File: src/rtl/phase_tap_pkg.sv
package phase_tap_pkg;
  typedef enum logic {
    STEP_BACK = 1'b0,
    STEP_FWD  = 1'b1
  } step_dir_e;
endpackage

File: src/rtl/phase_step_accum.sv
module phase_step_accum
  import phase_tap_pkg::*;
#(
  parameter int FRAC_BITS = 8,
  parameter int DONE_LAT  = 2,
  localparam int PHASE_W  = FRAC_BITS + 1
) (
  input  logic                      clk,
  input  logic                      rst_n,
  input  logic                      cmd_valid,
  input  logic                      cmd_dir,
  output logic signed [PHASE_W-1:0] phase_o,
  output logic                      accept_o,
  output logic                      busy_o,
  output logic                      done_o
);
  localparam int PHASE_LIM = (1 << FRAC_BITS) - 1;
  localparam int CNT_W     = $clog2(DONE_LAT + 1);

  logic [CNT_W-1:0] wait_cnt;

  // Saturating single-step move of the phase target.
  function automatic logic signed [PHASE_W-1:0] step_phase(
    input logic signed [PHASE_W-1:0] cur,
    input logic                      dir
  );
    int v;
    v = int'(cur);
    if (step_dir_e'(dir) == STEP_FWD) begin
      if (v < PHASE_LIM) v = v + 1;
    end else begin
      if (v > -PHASE_LIM) v = v - 1;
    end
    return PHASE_W'(v);
  endfunction

  assign busy_o   = (wait_cnt != '0);
  assign accept_o = cmd_valid && !busy_o;

  always_ff @(posedge clk) begin
    if (!rst_n) begin
      phase_o  <= '0;
      wait_cnt <= '0;
      done_o   <= 1'b0;
    end else begin
      done_o <= 1'b0;
      if (accept_o) begin
        phase_o  <= step_phase(phase_o, cmd_dir);
        wait_cnt <= CNT_W'(DONE_LAT);
      end else if (busy_o) begin
        wait_cnt <= wait_cnt - 1'b1;
        if (wait_cnt == CNT_W'(1)) done_o <= 1'b1;
      end
    end
  end
endmodule

File: src/rtl/phase_tap_quant.sv
module phase_tap_quant #(
  parameter int FRAC_BITS = 8,
  parameter int TAP_W     = 10,
  localparam int PHASE_W  = FRAC_BITS + 1
) (
  input  logic                      clk,
  input  logic                      rst_n,
  input  logic signed [PHASE_W-1:0] phase_i,
  input  logic [TAP_W-1:0]          taps_i,
  output logic [TAP_W-1:0]          tap_o
);
  localparam int PROD_W = FRAC_BITS + TAP_W + 1;

  // Nearest tap: round(|p|*n/2^FRAC_BITS) half away from zero, then fold
  // negative phases backward from tap 0 modulo n.
  function automatic logic [TAP_W-1:0] nearest_tap(
    input logic signed [PHASE_W-1:0] ph,
    input logic [TAP_W-1:0]          n
  );
    logic [PHASE_W-1:0] mag;
    logic [PROD_W-1:0]  prod;
    logic [TAP_W:0]     q;
    logic [TAP_W-1:0]   wrapped;
    mag     = ph[PHASE_W-1] ? PHASE_W'(-ph) : PHASE_W'(ph);
    prod    = PROD_W'(mag) * PROD_W'(n) + PROD_W'(1 << (FRAC_BITS - 1));
    q       = (TAP_W + 1)'(prod >> FRAC_BITS);
    wrapped = (q >= (TAP_W + 1)'(n)) ? '0 : q[TAP_W-1:0];
    if (n == '0)                              return '0;
    else if (ph[PHASE_W-1] && wrapped != '0) return n - wrapped;
    else                                      return wrapped;
  endfunction

  always_ff @(posedge clk) begin
    if (!rst_n) tap_o <= '0;
    else        tap_o <= nearest_tap(phase_i, taps_i);
  end
endmodule

File: src/rtl/phase_tap_ctrl.sv
module phase_tap_ctrl #(
  parameter int FRAC_BITS = 8,
  parameter int TAP_W     = 10,
  parameter int DONE_LAT  = 2,
  localparam int PHASE_W  = FRAC_BITS + 1
) (
  input  logic                      clk,
  input  logic                      rst_n,
  input  logic                      cmd_valid,
  input  logic                      cmd_dir,
  input  logic [TAP_W-1:0]          cal_taps,
  output logic                      cmd_done,
  output logic signed [PHASE_W-1:0] phase,
  output logic [TAP_W-1:0]          tap_sel
);
  // Named internal events, observed by the bound checker.
  logic cmd_accept;
  logic cmd_busy;

  phase_step_accum #(
    .FRAC_BITS (FRAC_BITS),
    .DONE_LAT  (DONE_LAT)
  ) u_accum (
    .clk       (clk),
    .rst_n     (rst_n),
    .cmd_valid (cmd_valid),
    .cmd_dir   (cmd_dir),
    .phase_o   (phase),
    .accept_o  (cmd_accept),
    .busy_o    (cmd_busy),
    .done_o    (cmd_done)
  );

  phase_tap_quant #(
    .FRAC_BITS (FRAC_BITS),
    .TAP_W     (TAP_W)
  ) u_quant (
    .clk     (clk),
    .rst_n   (rst_n),
    .phase_i (phase),
    .taps_i  (cal_taps),
    .tap_o   (tap_sel)
  );
endmodule

File: config.mk
export PLATFORM = sky130hd
export DESIGN_NAME = phase_tap_ctrl
export DESIGN_NICKNAME = d
export VERILOG_FILES = /design/src/rtl/phase_tap_pkg.sv /design/src/rtl/phase_step_accum.sv /design/src/rtl/phase_tap_quant.sv /design/src/rtl/phase_tap_ctrl.sv
export SDC_FILE = /design/constraint.sdc
export NUM_CORES = 1
export LEC_CHECK = 0
export CAP_MARGIN = 20
export CELL_PAD_IN_SITES_DETAIL_PLACEMENT = 1
export CELL_PAD_IN_SITES_GLOBAL_PLACEMENT = 1
export CORE_MARGIN = 4
export CORE_UTILIZATION = 51
export CTS_BUF_LIST = sky130_fd_sc_hd__clkbuf_8
export DETAILED_ROUTE_END_ITERATION = 6
export GPL_ROUTABILITY_DRIVEN = 0
export GPL_TIMING_DRIVEN = 1
export PLACE_DENSITY = 0.9
export SLEW_MARGIN = 20
export SYNTH_ARGS = -nofsm -noshare
export SYNTH_HDL_FRONTEND = slang
export SYNTH_SLANG_ARGS = --single-unit
File: constraint.sdc
create_clock -name clk -period 24.1 [get_ports clk]
set_input_delay 4.82 -clock clk [delete_from_list [all_inputs] [get_ports clk]]
set_output_delay 4.82 -clock clk [all_outputs]
set_load 0.02 [all_outputs]
* Word level (Yosys, flattened, before mapping)
Index checks and enable logic that the tools add are counted.
** Operators by class
- Order comparisons :: 3
- Shift-type cells :: 0
- Add/sub/neg operators :: 6
- Eq/ne operators :: 2
- Bitwise logic cells :: 2
- $mul :: 1
- Muxes and demuxes :: 9
- Reduce and logical (&&, ||, !) cells :: 12
- Div/mod/pow operators :: 0
** Operators with widths (count)
- two-way mux 9 bit :: 4
- two-way mux 10 bit :: 2
- adder 19 x 8 -> 19 bit, second input constant :: 1
- multiplier 9 x 10 -> 19 bit :: 1
- >= comparator 11 x 10 -> 1 bit :: 1
- logical NOT 10 bit :: 1
- nonzero test 10 bit :: 1
- subtractor 10 bit :: 1
- adder 9 x 2 -> 9 bit, second input constant :: 1
- greater-than comparator 9 bit, second input constant :: 1
- < comparator 9 bit, second input constant :: 1
- negation 9 bit :: 1
- subtractor 9 x 2 -> 9 bit, second input constant :: 1
- nonzero test 2 bit :: 3
- two-way mux 2 bit :: 2
- OR reduction 2 bit :: 2
- AND reduction 3 bit :: 1
- OR reduction 3 bit :: 1
- == test 2 x 1 -> 1 bit, second input constant :: 1
- logical AND 1 bit :: 2
- != test 2 x 1 -> 1 bit, second input constant :: 1
- inverter 1 bit :: 2
- subtractor 2 x 1 -> 2 bit, second input constant :: 1
- logical NOT 1 bit :: 1
- two-way mux 1 bit :: 1
** Word-level totals
- Bits in latches :: 0
- Input port bits :: 14
- Output and inout bits :: 20
- Bits in registers :: 22
- Logic and storage cells :: 40
- Bits in read-only memories :: 0
- Memories :: 0
- Bits in writable memories :: 0

* Depth between registers and ports, before layout
Gate-level depths: netlist of the first run.
- Depth after elaboration :: 9
- Depth in mapped cells :: 38
- Gate-level depth less buffers :: 37

* By module
From an unflattened synthesis of the first run, not the netlist that was laid out.
** Unflattened totals
- Cells, all modules :: 588
- Area, all modules :: 4928.5 um^2
** By module, submodules not included
- phase_tap_quant :: area each 4072.7 um^2, cells an instance 491, seq. area each 200.2 um^2, instances 1
- phase_step_accum :: area each 855.8 um^2, cells an instance 97, seq. area each 240.2 um^2, instances 1

* Worst setup path after synthesis of the first run
No wires, ideal clock.
- Path type :: input to register
- Start :: input port cal_taps[1]
- End :: register u_quant.tap_o[9]
- Data required time :: 24.030 ns
- Buffers on the path :: 1
- Stages on the path :: 30
- Library setup time :: 0.070 ns
- Path slack :: 11.933 ns
- Data arrival time :: 12.097 ns
- Cells stage by stage :: inv_1 > nor2_1 > fa_1 > fa_1 > inv_1 > fa_1 > inv_1 > fa_1 > fa_1 > ha_1 > or3_1 > a41o_4 > nand3_1 > nand2_1 > a31oi_1 > ha_1 > a211oi_1 > o21ai_0 > a2111oi_2 > buf_2 > nand2_1 > ha_1 > or2_2 > a21oi_1 > a31oi_1 > a31oi_1 > xnor2_1 > nand2_1 > or3b_2 > a21oi_1
** On the way
- Word-level cells in the longest chain between the ends :: 7
- Elaborated cells between the ends (all ways) :: 10
- Those cells by class :: add/sub (2); mul (1); order compare (1); mux (2); reduce/logical (4)
** Ends and longest elaborated chain
- start, declared :: RTL line phase_tap_ctrl.sv:11 : input logic [TAP_W-1:0] cal_taps,
- parallel branches: the longest is 7 deep, another holds multiplier 9 x 10 -> 19 bit
- end signal, assigned :: RTL line phase_tap_quant.sv:35 : else tap_o <= nearest_tap(phase_i, taps_i);
- end, declared :: RTL line phase_tap_quant.sv:10 : output logic [TAP_W-1:0] tap_o
Parallel ways; which one is timed is not known.
A chain may end at the register's enable or synchronous reset.

* Final worst setup path of the first run
- Start :: input port cal_taps[5]
- End :: register u_quant.tap_o[9]
The elaborated chain is that of the path after synthesis.

==> flow_summary.toml, run 1 <==
[route]
dr_drc_count = 0
detailedRoute.firstIterationViolations = 233
postRouteWirelength_um = 16000
vias_per_cell = 6.18
post_drt_wl_per_cell_um = 21.8
drtAntennaViolNets = 0
dr_total_vias = 4551
detail_route.first_pass.iterations = 6

[grt]
largest_net_degree_at_the_start_of_global_routing = 21
use_met2_pct = 55.6
overflow = 0
first_global_vias = 5193
met3_usage_pct = 4.31
top_usage_layer = "met2"
first_pass_grt_wire_length_um = 26800
global_route.usage.met1_pct = 34.6
grt_util_all_layers_pct = 30.1
grt_antenna_before_repair = 0

[place]
detailed_place_hpwl_um = 12700
number_of_cells_in_the_design_after_placement = 733
numPortBuffers = 33

[die]
placementRows = 35
pin_count = 34
initial_utilization_pct = 52.9
y_dimension_of_the_die_um = 106
die_area_um2 = 11300
placeableCoreArea_um2 = 9280
dieWidth_um = 106

[cts]
tritoncts.num_buffers = 3
cts_tree = "yes"
hold_bufs_inserted_after_cts = 0
h-tree-depth = 1
cts.root.buffer_cell = "sky130_fd_sc_hd__clkbuf_8"
cts-resized-gates = 0
clkSinkCount = 22
clk_path_buf_depth = 2
cts_setup_buffers = 0
clk_transition_reported_paths_ns = 0.09
insertion_delay_ns = 0.27

[cells_and_area]
layout.cells.non_filler = 737
antenna-diode-count = 0
n_fill_cell = 1144
finalCoreUtilization_pct = 58.6
syn_to_final_growth_pct = 10.8
post_route_cells_drive_above_1_share_pct = 3.29
final_net_count = 755

[logic_synthesis]
yosys_most_used_dff = "sky130_fd_sc_hd__dfxtp_1"
yosysTopAreaCellShare_pct = 24.1
mapped_cells = 579
netlist.top_cell.by_area = "sky130_fd_sc_hd__fa_1"
postSynthRegisterBits = 22
synth-edff-count = 0
synth_area_um2 = 4910
yosysSeqAreaShare_pct = 8.98
synth-warning-count = 0
syn_nets = 725
synth_cell_types = 58
syn-mean-instance-area_um2 = 8.48
synth.area.top_cells = "sky130_fd_sc_hd__fa_1 24%, sky130_fd_sc_hd__ha_1 19%, sky130_fd_sc_hd__dfxtp_1 9.0%"
postSynth.asyncResetShare_pct = 0

[sta]
slew_headroom_pct = 21.6
finalSetupViolCount = 0
hold_fails_final_rpt = 0
fmaxAchievable_mhz = 72.4
finalMaxSlewViolations = 0
rsz0062_at_grt = "no"
post-route-min-period_ns = 13.81
worst_slew_pin_slew_ns = 1.17
worst_clock_skew_ns = 0.00495
final_min_period_over_clock_period_pct = 57.3
timing.setup.tns_ns = 0

[worst_setup_path]
timing.critical_path.slowest_stage_cell = "sky130_fd_sc_hd__clkdlybuf4s50_1"
crit_path_category = "primary input to flop"
worst-path-max-fanout = 11
critical_path_cell_count = 29
path_delay_family = "adder cells"
crit_start = "cal_taps[5]"
timing.critical_path.from_type = "primary input"
crit_arrival_ns = 14.00
rr_startpoint = "u_accum.phase_o[8]"
setup.worst_path.end_class = "flop"
critical_path_buf_inv_count = 3
timing.reg2reg.worst_path_depth = 30
crit_path_max_incr_delay_ns = 0.81
cp.required_ns = 24.29

[hold_path]
hp-class = "flop to flop"
hold_path_depth = 1
timing.hold.worst.start = "u_accum.wait_cnt[1]"

[run]
drv_cap = 0

[run_status]
outcome = "completed"
## area by class of cell
type | instances | area (um^2) | share of cell area [%]
multi-input cells | 472 | 4140 | 76.1
flip-flops and latches | 22 | 440 | 8.10
repair buffers | 35 | 345 | 6.35
inverters | 75 | 282 | 5.18
well taps | 129 | 161 | 2.97
clock buffers | 3 | 41.3 | 0.759
clock inverters | 1 | 30.0 | 0.552
## logic make-up (layout without fill, tap and decap cells)
family,after synthesis,after routing,synth area share (%)
buffers and inverters,85,114,6.71
and+or+nand+nor,203,203,19.7
xor gates and xnor gates,28,28,5.00
AOI/OAI and AO/OA,100,100,15.0
DFF,22,22,8.97
muxes,9,9,1.94
adders and majority gates,132,132,42.7
## metal layers
metal  vias up  part of all wire [%]
met2       190                    52
met1      2271                    38
li1       2020                     -
met5         -                     0
met3        70                   5.9
met4         0                   4.6
## sequential cells by signal, indices dropped and copies added, names as in the netlist
signal and flops:
u_accum.done_o 1, u_accum.phase_o 9, u_accum.wait_cnt 2, u_quant.tap_o 10
## layout by cell type, fill, tap and decap left out, types with 5 or more instances in the layout
master,Yosys,layout
sky130_fd_sc_hd__inv_1,75,75
sky130_fd_sc_hd__ha_1,73,73
sky130_fd_sc_hd__nand2_1,66,66
sky130_fd_sc_hd__fa_1,59,59
sky130_fd_sc_hd__nor2_1,57,57
sky130_fd_sc_hd__clkdlybuf4s50_1,0,33
sky130_fd_sc_hd__a21oi_1,29,29
sky130_fd_sc_hd__dfxtp_1,22,22
sky130_fd_sc_hd__and2_1,19,19
sky130_fd_sc_hd__xnor2_1,17,17
sky130_fd_sc_hd__o21ai_0,15,15
sky130_fd_sc_hd__a21o_1,13,13
sky130_fd_sc_hd__xor2_1,11,11
sky130_fd_sc_hd__nand2b_1,11,11
sky130_fd_sc_hd__nor3_1,8,8
sky130_fd_sc_hd__mux2i_1,8,8
sky130_fd_sc_hd__and3_1,7,7
sky130_fd_sc_hd__nor2b_1,6,6
sky130_fd_sc_hd__nand3_1,6,6
sky130_fd_sc_hd__nand4_1,5,5
## cell usage after synthesis (4+ instances only)
| master | number |
|---|---|
| sky130_fd_sc_hd__a21o_1 | 13 |
| sky130_fd_sc_hd__ha_1 | 73 |
| sky130_fd_sc_hd__a31oi_1 | 4 |
| sky130_fd_sc_hd__and2_1 | 19 |
| sky130_fd_sc_hd__nand3_1 | 6 |
| sky130_fd_sc_hd__or3_1 | 4 |
| sky130_fd_sc_hd__a21oi_1 | 29 |
| sky130_fd_sc_hd__nand2_1 | 66 |
| sky130_fd_sc_hd__nor2_1 | 57 |
| sky130_fd_sc_hd__nor3_1 | 8 |
| sky130_fd_sc_hd__nand4_1 | 5 |
| sky130_fd_sc_hd__nand2b_1 | 11 |
| sky130_fd_sc_hd__nor4_1 | 4 |
| sky130_fd_sc_hd__clkbuf_1 | 7 |
| sky130_fd_sc_hd__and3_1 | 7 |
| sky130_fd_sc_hd__mux2i_1 | 8 |
| sky130_fd_sc_hd__xor2_1 | 11 |
| sky130_fd_sc_hd__dfxtp_1 | 22 |
| sky130_fd_sc_hd__o2111ai_1 | 4 |
| sky130_fd_sc_hd__o21ai_0 | 15 |
| sky130_fd_sc_hd__fa_1 | 59 |
| sky130_fd_sc_hd__inv_1 | 75 |
| sky130_fd_sc_hd__o211ai_1 | 4 |
| sky130_fd_sc_hd__nor2b_1 | 6 |
| sky130_fd_sc_hd__xnor2_1 | 17 |
## through the flow
stage               worst slack [ns]  hold WS, ns  instance area, um^2
floorplan                      11.93        0.422                 4910
global placement               10.90        0.436                 5370
detailed placement             10.27        0.466                 5370
CTS                            10.45        0.480                 5440
global route                    9.78        0.504                 5440
finish                         10.29        0.478                 5440
## path summary, 6_finish.rpt
| check | endpoint | slack (ns) |
|---|---|---|
| hold reg to reg | u_accum.done_o | 0.48 |
| setup / recovery | u_quant.tap_o[9] | 10.29 |
| hold / removal | u_accum.done_o | 0.48 |
| setup reg to reg | u_quant.tap_o[9] | 13.34 |
Power of run 1 is left out: the tool's default activity adds up to more than one toggle a clock period on the data nets, which glitch-free logic cannot reach.
==> run 2, diff against run 1 <==
--- a/config.mk
+++ b/config.mk
@@ -9,12 +9,12 @@
 export CELL_PAD_IN_SITES_DETAIL_PLACEMENT = 1
 export CELL_PAD_IN_SITES_GLOBAL_PLACEMENT = 1
 export CORE_MARGIN = 4
-export CORE_UTILIZATION = 51
+export CORE_UTILIZATION = 48
 export CTS_BUF_LIST = sky130_fd_sc_hd__clkbuf_8
 export DETAILED_ROUTE_END_ITERATION = 6
 export GPL_ROUTABILITY_DRIVEN = 0
 export GPL_TIMING_DRIVEN = 1
-export PLACE_DENSITY = 0.9
+export PLACE_DENSITY = 0.86
 export SLEW_MARGIN = 20
 export SYNTH_ARGS = -nofsm -noshare
 export SYNTH_HDL_FRONTEND = slang
==> constraint.sdc (replaced) <==
create_clock -name clk -period 14.26 [get_ports clk]
set_input_delay 2.852 -clock clk [delete_from_list [all_inputs] [get_ports clk]]
set_output_delay 2.852 -clock clk [all_outputs]
set_load 0.02 [all_outputs]
==> flow_summary.toml, run 2 (synthesis results as in run 1) <==
[run_status]
outcome = "completed"

[die]
pin_count = 34
placeableCoreArea_um2 = 9860
y_dimension_of_the_die_um = 109
dieWidth_um = 109
placementRows = 36
initial_utilization_pct = 49.7
die_area_um2 = 11900

[sta]
timing.setup.tns_ns = 0
slew_headroom_pct = 28.3
setup_slack_ns = 2.76
worst_slew_pin_slew_ns = 1.07
fmaxAchievable_mhz = 87.0
finalSetupViolCount = 0
worst_clock_skew_ns = 0.00132
hold_fails_final_rpt = 0
finalMaxSlewViolations = 0
worst_hold_slack_ns = 0.484
final_min_period_over_clock_period_pct = 80.6
post-route-min-period_ns = 11.50
rsz0062_at_grt = "no"

[grt]
overflow = 0
first_pass_grt_wire_length_um = 24700
grt_antenna_before_repair = 0
largest_net_degree_at_the_start_of_global_routing = 21
grt_util_all_layers_pct = 26.6
first_global_vias = 4966

[cts]
clk_transition_reported_paths_ns = 0.08
insertion_delay_ns = 0.27
tritoncts.num_buffers = 3
clkSinkCount = 22
h-tree-depth = 1
cts_tree = "yes"
clk_path_buf_depth = 2
hold_bufs_inserted_after_cts = 0
cts-resized-gates = 0
cts.root.buffer_cell = "sky130_fd_sc_hd__clkbuf_8"
cts_setup_buffers = 0

[cells_and_area]
syn_to_final_growth_pct = 10.9
multi_input_comb_area_um2 = 4140
n_fill_cell = 1181
max_flop_register = "u_quant.tap_o"
final_common_cell = "sky130_fd_sc_hd__inv_1"
final_net_count = 755
most-common-layout-cells = "75 x sky130_fd_sc_hd__inv_1, 73 x sky130_fd_sc_hd__ha_1, 66 x sky130_fd_sc_hd__nand2_1"
layout.area.seq_um2 = 440
finalCoreUtilization_pct = 55.2
antenna-diode-count = 0
post_route_cells_drive_above_1_share_pct = 3.29
largest_registers = "u_quant.tap_o x10, u_accum.phase_o x9, u_accum.wait_cnt x2"
flip_flop_count_of_the_largest_register_all_copies_and_words_added = 10

[hold_path]
worst_hold_path.endpoint = "u_accum.done_o"
timing.hold.worst.start = "u_accum.wait_cnt[1]"
hold_path_depth = 1
hp-class = "flop to flop"

[route]
drtAntennaViolNets = 0
dr_total_vias = 4384
post_drt_wl_per_cell_um = 20.3
vias_per_cell = 5.92
detail_route.first_pass.iterations = 4
detailedRoute.firstIterationViolations = 238
postRouteWirelength_um = 15000
dr_drc_count = 0

[worst_setup_path]
setup.worst_path.end_class = "flop"
crit_arrival_ns = 11.70
crit_path_category = "primary input to flop"
reg2reg_slack_ns = 3.76
rr_startpoint = "u_accum.phase_o[8]"
crit-reg2reg-capture = "u_quant.tap_o[9]"
timing.critical_path.slowest_stage_cell = "sky130_fd_sc_hd__clkdlybuf4s50_1"
crit_path_max_incr_delay_ns = 0.81
timing.reg2reg.worst_path_depth = 31
cp.required_ns = 14.46
timing.critical_path.from_type = "primary input"
worst-path-max-fanout = 11

[run]
drv_cap = 0

[place]
pre_cts_setup_slack_ns = 2.60
numPortBuffers = 33
detailed_place_hpwl_um = 12100
## run 2: cell counts in the layout (fill, tap and decap cells not counted)
No cell type changed its count.
## run 2: critical path, delay by kind of cell
kind	cells	cell delay, ns
and+or+nand+nor	7	1.34
buffers and inverters	3	1.30
AOI/OAI and AO/OA	9	1.90
adders and majority gates	8	3.51
xor gates and xnor gates	2	0.76
## run 2: worst max path at each step
stage,start,to,slack [ns],cells past startpoint
after floorplan,cal_taps[1],u_quant.tap_o[9],4.06,30
after global placement,cal_taps[5],u_quant.tap_o[9],2.96,29
after detailed placement,cal_taps[5],u_quant.tap_o[9],2.60,29
after CTS,cal_taps[1],u_quant.tap_o[9],2.83,31
after global routing,cal_taps[5],u_quant.tap_o[9],2.26,29
final,cal_taps[5],u_quant.tap_o[9],2.76,29
## run 2: through the flow
stage / cells / cell area (um^2)
finish: 741 / 5440
global placement: 737 / 5370
global route: 741 / 5440
CTS: 741 / 5440
detailed placement: 737 / 5370
floorplan: 579 / 4910
## run 2: area by class of cell
| type | instances | area share (%) |
|---|---|---|
| multi-input combinational | 472 | 76.0 |
| inverter | 75 | 5.17 |
| sequential | 22 | 8.09 |
| clock buffer | 3 | 0.759 |
| clock inverter | 1 | 0.552 |
| tap | 133 | 3.06 |
| timing repair buffer | 35 | 6.34 |
## run 2: per-layer routing
layer	track usage (%)	wire (um)
met3	1.60	692
met2	50.1	7860
met1	32.0	6030
met5	0	0
met4	8.39	456
Power of run 2 is left out for the same reason.
==> run 3, diff against run 2 <==
==> constraint.sdc (replaced) <==
create_clock -name clk -period 12.05 [get_ports clk]
set_input_delay 2.41 -clock clk [delete_from_list [all_inputs] [get_ports clk]]
set_output_delay 2.41 -clock clk [all_outputs]
set_load 0.02 [all_outputs]
==> flow_summary.toml, run 3 (synthesis results as in run 1) <==
[cts]
clk_path_buf_depth = 2
clkSinkCount = 22
insertion_delay_ns = 0.27
cts.root.buffer_cell = "sky130_fd_sc_hd__clkbuf_8"
cts_setup_buffers = 0
hold_bufs_inserted_after_cts = 0
cts_tree = "yes"
cts-resized-gates = 0
tritoncts.num_buffers = 3
h-tree-depth = 1
clk_transition_reported_paths_ns = 0.08

[sta]
fmaxAchievable_mhz = 91.1
hold_fails_final_rpt = 0
slew_headroom_pct = 26.3
worst_clock_skew_ns = 0.00137
timing.setup.tns_ns = 0
worst_slew_pin_slew_ns = 1.10
final_min_period_over_clock_period_pct = 91.1
post-route-min-period_ns = 10.98
finalSetupViolCount = 0
finalMaxSlewViolations = 0
rsz0062_at_grt = "no"

[worst_setup_path]
crit_path_category = "primary input to flop"
worst-path-max-fanout = 11
timing.critical_path.from_type = "primary input"
timing.reg2reg.worst_path_depth = 32
reg2reg_slack_ns = 1.55
cp.required_ns = 12.25
timing.critical_path.slowest_stage_cell = "sky130_fd_sc_hd__clkdlybuf4s50_1"
crit_arrival_ns = 11.18
setup.worst_path.end_class = "flop"
crit_path_max_incr_delay_ns = 0.66
timing.critical_path.mode_cell = "sky130_fd_sc_hd__fa_1"

[hold_path]
hp-class = "flop to flop"
hold_path_depth = 1

[die]
pin_count = 34
placementRows = 36
y_dimension_of_the_die_um = 109
placeableCoreArea_um2 = 9860
dieWidth_um = 109
die_area_um2 = 11900
initial_utilization_pct = 49.7

[route]
postRouteWirelength_um = 15200
vias_per_cell = 5.99
detail_route.first_pass.iterations = 5
dr_drc_count = 0
dr_total_vias = 4448
detailedRoute.firstIterationViolations = 201
post_drt_wl_per_cell_um = 20.5
drtAntennaViolNets = 0

[grt]
grt_util_all_layers_pct = 26.9
grt_antenna_before_repair = 0
first_pass_grt_wire_length_um = 25100
largest_net_degree_at_the_start_of_global_routing = 21
overflow = 0
first_global_vias = 4954

[place]
dpl_cell_area_um2 = 5390
numPortBuffers = 33
detailed_place_hpwl_um = 12200

[cells_and_area]
post-route-cell-area_um2 = 5460
final_common_cell = "sky130_fd_sc_hd__inv_1"
final_net_count = 757
flip_flop_count_of_the_largest_register_all_copies_and_words_added = 10
finalCoreUtilization_pct = 55.3
largest_registers = "u_quant.tap_o x10, u_accum.phase_o x9, u_accum.wait_cnt x2"
max_flop_register = "u_quant.tap_o"
most-common-layout-cells = "75 x sky130_fd_sc_hd__inv_1, 73 x sky130_fd_sc_hd__ha_1, 66 x sky130_fd_sc_hd__nand2_1"
antenna-diode-count = 0
post_route_cells_drive_above_1_share_pct = 3.61
syn_to_final_growth_pct = 11.2
n_fill_cell = 1215

[run_status]
outcome = "completed"

[run]
drv_cap = 0
## run 3: changes by cell type in the layout (fill, tap and decap cells not counted)
cell                    before  now
sky130_fd_sc_hd__buf_4       2    4
## run 3: worst max-delay path, delay by kind of cell
family                     cells  cell delay [ns]
AOI/OAI and AO/OA              9             2.20
xor gates and xnor gates       1             0.14
buffers and inverters          5             1.29
and+or+nand+nor                8             1.63
adders and majority gates      8             3.51
## run 3: final timing paths
check / start / end
max: cal_taps[2] / u_quant.tap_o[9]
min: u_accum.wait_cnt[1] / u_accum.done_o
max reg2reg: u_accum.phase_o[8] / u_quant.tap_o[9]
min reg2reg: u_accum.wait_cnt[1] / u_accum.done_o
## run 3: metrics by stage
step,hold WS [ns],setup WS [ns],cells
after floorplan,0.422,2.29,579
after global placement,0.440,1.05,739
after detailed placement,0.458,0.895,739
after CTS,0.484,1.12,743
after global routing,0.496,0.631,743
final,0.483,1.07,743
## run 3: layout make-up
| type | count | area, um^2 | area share [%] |
|---|---|---|---|
| Timing Repair Buffer | 37 | 360 | 6.60 |
| Tap cell | 133 | 166 | 3.05 |
| Inverter | 75 | 282 | 5.16 |
| Multi-Input combinational cell | 472 | 4140 | 75.8 |
| Clock buffer | 3 | 41.3 | 0.757 |
| Sequential cell | 22 | 440 | 8.07 |
| Clock inverter | 1 | 30.0 | 0.550 |
## run 3: layer usage
metal / track usage [%] / vias to the layer above / routed length (um)
met5: 0 / - / 0
li1: - / 2014 / -
met1: 32.9 / 2264 / 6310
met4: 8.93 / 0 / 528
met3: 2.37 / 40 / 592
met2: 49.4 / 130 / 7790
Power of run 3 is left out for the same reason.
